$ cat config.mk
export PLATFORM = sky130hd
export DESIGN_NAME = ide_irq_gate
export DESIGN_NICKNAME = d
export VERILOG_FILES = /design/src/rtl/ide_irq_pkg.sv /design/src/rtl/ide_irq_sync.sv /design/src/rtl/ide_irq_decode.sv /design/src/rtl/ide_irq_enable.sv /design/src/rtl/ide_irq_gate.sv
export SDC_FILE = /design/constraint.sdc
export NUM_CORES = 1
export LEC_CHECK = 0
export ABC_AREA = 1
export ABC_CLOCK_PERIOD_IN_PS = 910
export BUFFER_PORTS_ARGS = -buffer_cell sky130_fd_sc_hd__buf_4
export CAP_MARGIN = 10
export CORE_AREA = 4 4 41 43
export CTS_BUF_LIST = sky130_fd_sc_hd__clkbuf_8
export DETAILED_ROUTE_END_ITERATION = 10
export DIE_AREA = 0 0 45 47
export HOLD_SLACK_MARGIN = 0.03
export MAX_ROUTING_LAYER = met4
export PLACE_DENSITY = 0.66
export SKIP_CTS_REPAIR_TIMING = 1
export SLEW_MARGIN = 40
export SYNTH_ARGS = -nofsm -noshare
export SYNTH_HDL_FRONTEND = slang
export SYNTH_SLANG_ARGS = --single-unit
export TNS_END_PERCENT = 100
$ cat constraint.sdc
create_clock -name clk -period 0.91 [get_ports clk]
set_clock_uncertainty 0.05 [all_clocks]
set_input_delay 0 -clock clk [delete_from_list [all_inputs] [get_ports clk]]
set_output_delay 0 -clock clk [all_outputs]
set_load 0.05 [all_outputs]
$ cat src/rtl/ide_irq_pkg.sv
// Package: shared constants and window codes for the IDE interrupt gate.
// Assumes the enable window is the last window of the status page.
package ide_irq_pkg;

    // Window selector inside the 0xF00 status page (two address bits).
    typedef enum logic [1:0] {
        WIN_PORT0  = 2'd0,
        WIN_PORT1  = 2'd1,
        WIN_PORT2  = 2'd2,
        WIN_ENABLE = 2'd3
    } win_sel_t;

    localparam int WIN_BITS = 2;

endpackage

$ cat src/rtl/ide_irq_sync.sv
// Module: multi-bit synchroniser, one independent chain per bit.
// Assumes each bit is an unrelated level; no bus coherence is implied.
module ide_irq_sync #(
    parameter int WIDTH  = 3,
    parameter int STAGES = 2
) (
    input  logic             clk,
    input  logic             rst_n,
    input  logic [WIDTH-1:0] d_async,
    output logic [WIDTH-1:0] q_sync
);
    logic [STAGES-1:0][WIDTH-1:0] chain;

    genvar s;
    generate
        for (s = 0; s < STAGES; s++) begin : g_stage
            // Shift the level one stage further along the chain.
            always_ff @(posedge clk) begin
                if (!rst_n) chain[s] <= '0;
                else if (s == 0) chain[s] <= d_async;
                else chain[s] <= chain[(s == 0) ? 0 : s-1];
            end
        end
    endgenerate

    assign q_sync = chain[STAGES-1];
endmodule

$ cat src/rtl/ide_irq_decode.sv
// Module: status-page decoder and registered read port.
// Assumes the page is selected by all-ones upper offset bits and each
// window covers 2**WIN_LSB bytes; the last window is the enable window.
module ide_irq_decode
    import ide_irq_pkg::*;
#(
    parameter int NUM_PORTS = 3,
    parameter int ADDR_W    = 12,
    parameter int WIN_LSB   = 6,
    parameter int DATA_W    = 8,
    localparam int HI_W     = ADDR_W - WIN_LSB
) (
    input  logic                 clk,
    input  logic                 rst_n,
    input  logic [HI_W-1:0]      addr_hi,
    input  logic                 rd_en,
    input  logic [NUM_PORTS-1:0] lvl,
    input  logic [NUM_PORTS-1:0] port_mask,
    output logic                 enable_hit,
    output logic [DATA_W-1:0]    rd_data
);
    logic                page_hit;
    win_sel_t            win;
    logic [DATA_W-1:0]   rd_next;

    // Decode the page and window fields of the offset.
    always_comb begin
        page_hit   = &addr_hi[HI_W-1:WIN_BITS];
        win        = win_sel_t'(addr_hi[WIN_BITS-1:0]);
        enable_hit = page_hit && (win == WIN_ENABLE);
    end

    // Select the status bit of the addressed port, masked by the strap.
    always_comb begin
        rd_next = '0;
        if (rd_en && page_hit) begin
            for (int p = 0; p < NUM_PORTS; p++) begin
                if (int'(win) == p)
                    rd_next[DATA_W-1] = lvl[p] & port_mask[p];
            end
        end
    end

    // Register the read data for the next cycle.
    always_ff @(posedge clk) begin
        if (!rst_n) rd_data <= '0;
        else        rd_data <= rd_next;
    end
endmodule

$ cat src/rtl/ide_irq_enable.sv
// Module: set-only enable flag; cleared by reset only.
// Assumes the caller qualifies the set pulse with the address decode.
module ide_irq_enable (
    input  logic clk,
    input  logic rst_n,
    input  logic set_req,
    output logic en_q
);
    // Latch the enable on the first qualifying write and hold it.
    always_ff @(posedge clk) begin
        if (!rst_n)       en_q <= 1'b0;
        else if (set_req) en_q <= 1'b1;
    end
endmodule

$ cat src/rtl/ide_irq_gate.sv
// Module: IDE interrupt status page and sticky host-interrupt gate.
// Assumes irq_raw is asynchronous and active high, and that the strap
// three_port is static in normal use (it is sampled combinationally).
module ide_irq_gate #(
    parameter int NUM_PORTS   = 3,
    parameter int ADDR_W      = 12,
    parameter int WIN_LSB     = 6,
    parameter int DATA_W      = 8,
    parameter int SYNC_STAGES = 2
) (
    input  logic                 clk,
    input  logic                 rst_n,
    input  logic                 three_port,
    input  logic [NUM_PORTS-1:0] irq_raw,
    input  logic [ADDR_W-1:0]    addr,
    input  logic                 rd_en,
    input  logic                 wr_en,
    output logic [DATA_W-1:0]    rd_data,
    output logic                 host_irq
);
    localparam int HI_W = ADDR_W - WIN_LSB;

    logic [NUM_PORTS-1:0] sync_lvl;
    logic [NUM_PORTS-1:0] port_mask;
    logic                 enable_hit;
    logic                 en_q;
    logic                 unused_low_addr;

    assign unused_low_addr = ^addr[WIN_LSB-1:0];

    // The two-port build drops the highest port from status and interrupt.
    always_comb begin
        port_mask = '1;
        if (!three_port) port_mask[NUM_PORTS-1] = 1'b0;
    end

    ide_irq_sync #(.WIDTH(NUM_PORTS), .STAGES(SYNC_STAGES)) u_sync (
        .clk     (clk),
        .rst_n   (rst_n),
        .d_async (irq_raw),
        .q_sync  (sync_lvl)
    );

    ide_irq_decode #(
        .NUM_PORTS(NUM_PORTS), .ADDR_W(ADDR_W),
        .WIN_LSB(WIN_LSB), .DATA_W(DATA_W)
    ) u_decode (
        .clk        (clk),
        .rst_n      (rst_n),
        .addr_hi    (addr[ADDR_W-1:WIN_LSB]),
        .rd_en      (rd_en),
        .lvl        (sync_lvl),
        .port_mask  (port_mask),
        .enable_hit (enable_hit),
        .rd_data    (rd_data)
    );

    ide_irq_enable u_enable (
        .clk     (clk),
        .rst_n   (rst_n),
        .set_req (wr_en && enable_hit),
        .en_q    (en_q)
    );

    // Combine the active ports and gate them with the sticky enable.
    always_comb host_irq = en_q && |(sync_lvl & port_mask);
endmodule

==> summary.md <==
| Metric | Value |
|---|---|
| Status | `complete, but fails checks` |
| Failing checks | `negative setup slack` |
| Gate Count Post-Synth | `51` |
| Worst hold path class | `in2reg` |
| Worst-path clk slew | `40 ps` |
| R2r worst-path depth | `4` |
| Pre-antenna DRT Iters | `2` |
| Flop and latch count out of synthesis | `8` |
| Antenna diode count | `0` |
| Setup TNS | `-64.2 ps` |
| Met3 Usage GRT | `7.28%` |
| Crit path time final | `974 ps` |
| Drt total wl | `720 um` |
| Simple-Gate Fraction of Synth Area | `26.3%` |
| Worst Setup Start Kind | `register` |
| Initial Util | `27.4%` |
| Synth Cell Area | `357 um^2` |
| Critical-path cell with the highest stage delay | `dfxtp_1` |
| GR Layer Usage met1 | `6.90%` |
| Placer Congestion | `0.736` |
| R2R Setup Slk | `200 ps` |
| Die outline width | `45 um` |
| Worst-Skew Late Latency | `230 ps` |
| Wire per inst | `8.18 um` |
| Fmax | `1030 MHz` |
| Share of power burned in registers | `39.3%` |
| XOR/XNOR share of the synthesized area | `0%` |
| Reg area | `163 um^2` |
| Via density per instance | `3.90` |
| Die H | `47 um` |
| Longest Clk Path Bufs | `2` |
| Core Region | `0.00130 mm^2` |
| Crit path depth | `3` |
| Post-route insts no fill | `88` |
| Leakage dissipation | `0.324 nW` |
| Dpl ws | `131 ps` |
| Most Crowded Layer GR | `met2` |
| Arr. time, crit path | `920 ps` |
| CTS tree | `yes` |
| Post-route ant nets | `0` |
| Placed insts | `79` |
| FF-to-FF Start | `u_sync.q_sync[2]` |
| Largest family of logic cells by synthesized area | `simple AND/OR/NAND/NOR gates` |
| H-tree lvl count | `1` |
| Power per cell area | `1660 mW/mm^2` |
| Post-synthesis sequential area ratio | `44.9%` |
| Adder-Cell Fraction of Synth Area | `0%` |
| IO Port Bufs | `15` |
| Multi-input logic area | `136 um^2` |
| Layout cell share with drive strength beyond 1 | `31.5%` |
| Yosys top cell area share | `44.9%` |
| Family with the most delay on the worst path | `flip-flops` |
| Sw frac | `24.3%` |
| Overall routing resource usage | `7.53%` |
| Yosys top cell by area | `dfxtp_1` |
| Worst Setup End Kind | `output pin` |
| Combinational share of power | `16.8%` |
| Max Cap Violations | `0` |
| Critical Path Fanout Max | `2` |
| Final Cycle Share | `107%` |
| Psw | `0.229 mW` |
| Final Max Tran Viols | `0` |
| Cell row count | `13` |
| WP data required | `860 ps` |
| Worst hold stages | `5` |
| VDD IR max | `0.00104 V` |
| Fill cell count | `136` |
| Die ar. | `0.00212 mm^2` |
| Count of different cell masters after synthesis | `9` |
| Crit path buf inv count | `1` |
| Slowest stage delay, CP | `320 ps` |
| CTS root buf | `clkbuf_8` |
| Final WS setup | `-64.2 ps` |
| Area Overhead vs Synth | `59.6%` |
| Pin count of the biggest net entering global routing | `9` |
| DR iter-0 viols | `2` |
| Setup violations, final | `1` |
| Area contributors post-synth | `dfxtp_1, nand2_1, buf_4` |
| Min Hold Slack | `60.0 ps` |
| Total congestion overflow | `0` |
| Syn Area/Cell | `6.99 um^2` |
| Final core occ | `43.8%` |
| Io pins | `29` |
| DP HPWL | `505 um` |
| Vias in the first global route | `248` |
| Final net count | `95` |
| # DRC | `0` |
| GR Layer Usage met2 | `9.60%` |
| Pint | `0.714 mW` |
| Antenna violations before repair | `0` |
| RSZ-0062 raised after global routing | `true` |
| Vias | `343` |
| Clock share of power | `43.9%` |
| Worst setup path class | `reg2out` |
| CP Cell Sequence | `nand2_2, a21boi_2, buf_6` |
| Min-delay src | `addr[8]` |
| Mux cell area share after synthesis | `0%` |
| CTS Buf Count | `3` |
| First-pass GRT wire length | `966 um` |
| Yosys warns | `0` |
| Synth Area in Compound Gates | `2.11%` |
| Min-Delay Endpoint | `u_decode.rd_data[7]` |
| Clock sink total | `8` |
| FF-to-FF End | `u_decode.rd_data[7]` |
| Fin. Hold Viols | `0` |
-- flip-flops by register name, indices dropped and copies added (netlist names) --
register          count
u_decode.rd_data      1
u_sync.chain          3
u_sync.q_sync         3
u_enable.en_q         1
-- cells in the mapped netlist --
| library cell | instances |
|---|---|
| a21boi_0 | 1 |
| buf_2 | 1 |
| buf_4 | 7 |
| conb_1 | 1 |
| dfxtp_1 | 8 |
| inv_1 | 9 |
| nand2_1 | 15 |
| nand3_1 | 3 |
| nor2_1 | 6 |
-- metrics by stage --
stage                     area [um^2]  total power [mW]
final                             569             0.944
after detailed placement          457             0.511
after CTS                         498             0.942
after global placement            457             0.509
after floorplan                   383             0.486
after global routing              569              1.00
-- metal layers --
| metal | vias up | share of wire, % |
|---|---|---|
| met4 | 0 | 2.2 |
| met3 | 5 | 14 |
| met5 | - | 0 |
| met1 | 144 | 35 |
| met2 | 18 | 48 |
| li1 | 176 | - |
-- kinds of logic after synthesis --
group | after synthesis
simple gates | 24
buf+inv | 17
flops | 8
compound gates | 1
other cells | 1
-- power by group through the flow --
| stage | clock network (mW) | registers, mW | logic (mW) |
|---|---|---|---|
| final | 0.414 | 0.371 | 0.159 |
| after global routing | 0.457 | 0.372 | 0.174 |
| after CTS | 0.437 | 0.369 | 0.136 |
| after detailed placement | 0 | 0.375 | 0.136 |
| after global placement | 0 | 0.374 | 0.135 |
| after floorplan | 0 | 0.374 | 0.112 |
-- how the worst max path moves through the flow --
stage / startpoint / to / slack, ps
2_1_floorplan: u_sync.q_sync[0] / host_irq / 20
3_3_place_gp: u_sync.q_sync[2] / host_irq / 140
3_5_place_dp: u_sync.q_sync[2] / host_irq / 130
4_1_cts: u_sync.q_sync[2] / host_irq / -120
5_1_grt: u_sync.q_sync[2] / host_irq / -130
6_report: u_sync.q_sync[2] / host_irq / -60
-- placed cells by master, fill, tap and decap left out --
cell,count
a21boi_2,1
nand2_2,1
nor2_2,1
inv_1,9
nand3_1,3
nor2_1,5
nand2_1,14
dfxtp_2,2
conb_1,7
dlygate4sd3_1,6
buf_6,1
clkbuf_8,3
buf_4,14
dfxtp_1,6
-- tightest hold or removal path: cells and delay by family --
kind / cells / cell delay (ps)
buf+inv: 1 / 100
simple gates: 4 / 190
-- layout make-up --
class / instances / area share [%]
clock buffers: 3 / 7.25
inverters: 9 / 5.93
multi-input cells: 32 / 24.0
flip-flops and latches: 8 / 28.6
well taps: 15 / 3.30
repair buffers: 21 / 31.0
Power figures use the tool's default switching activity.
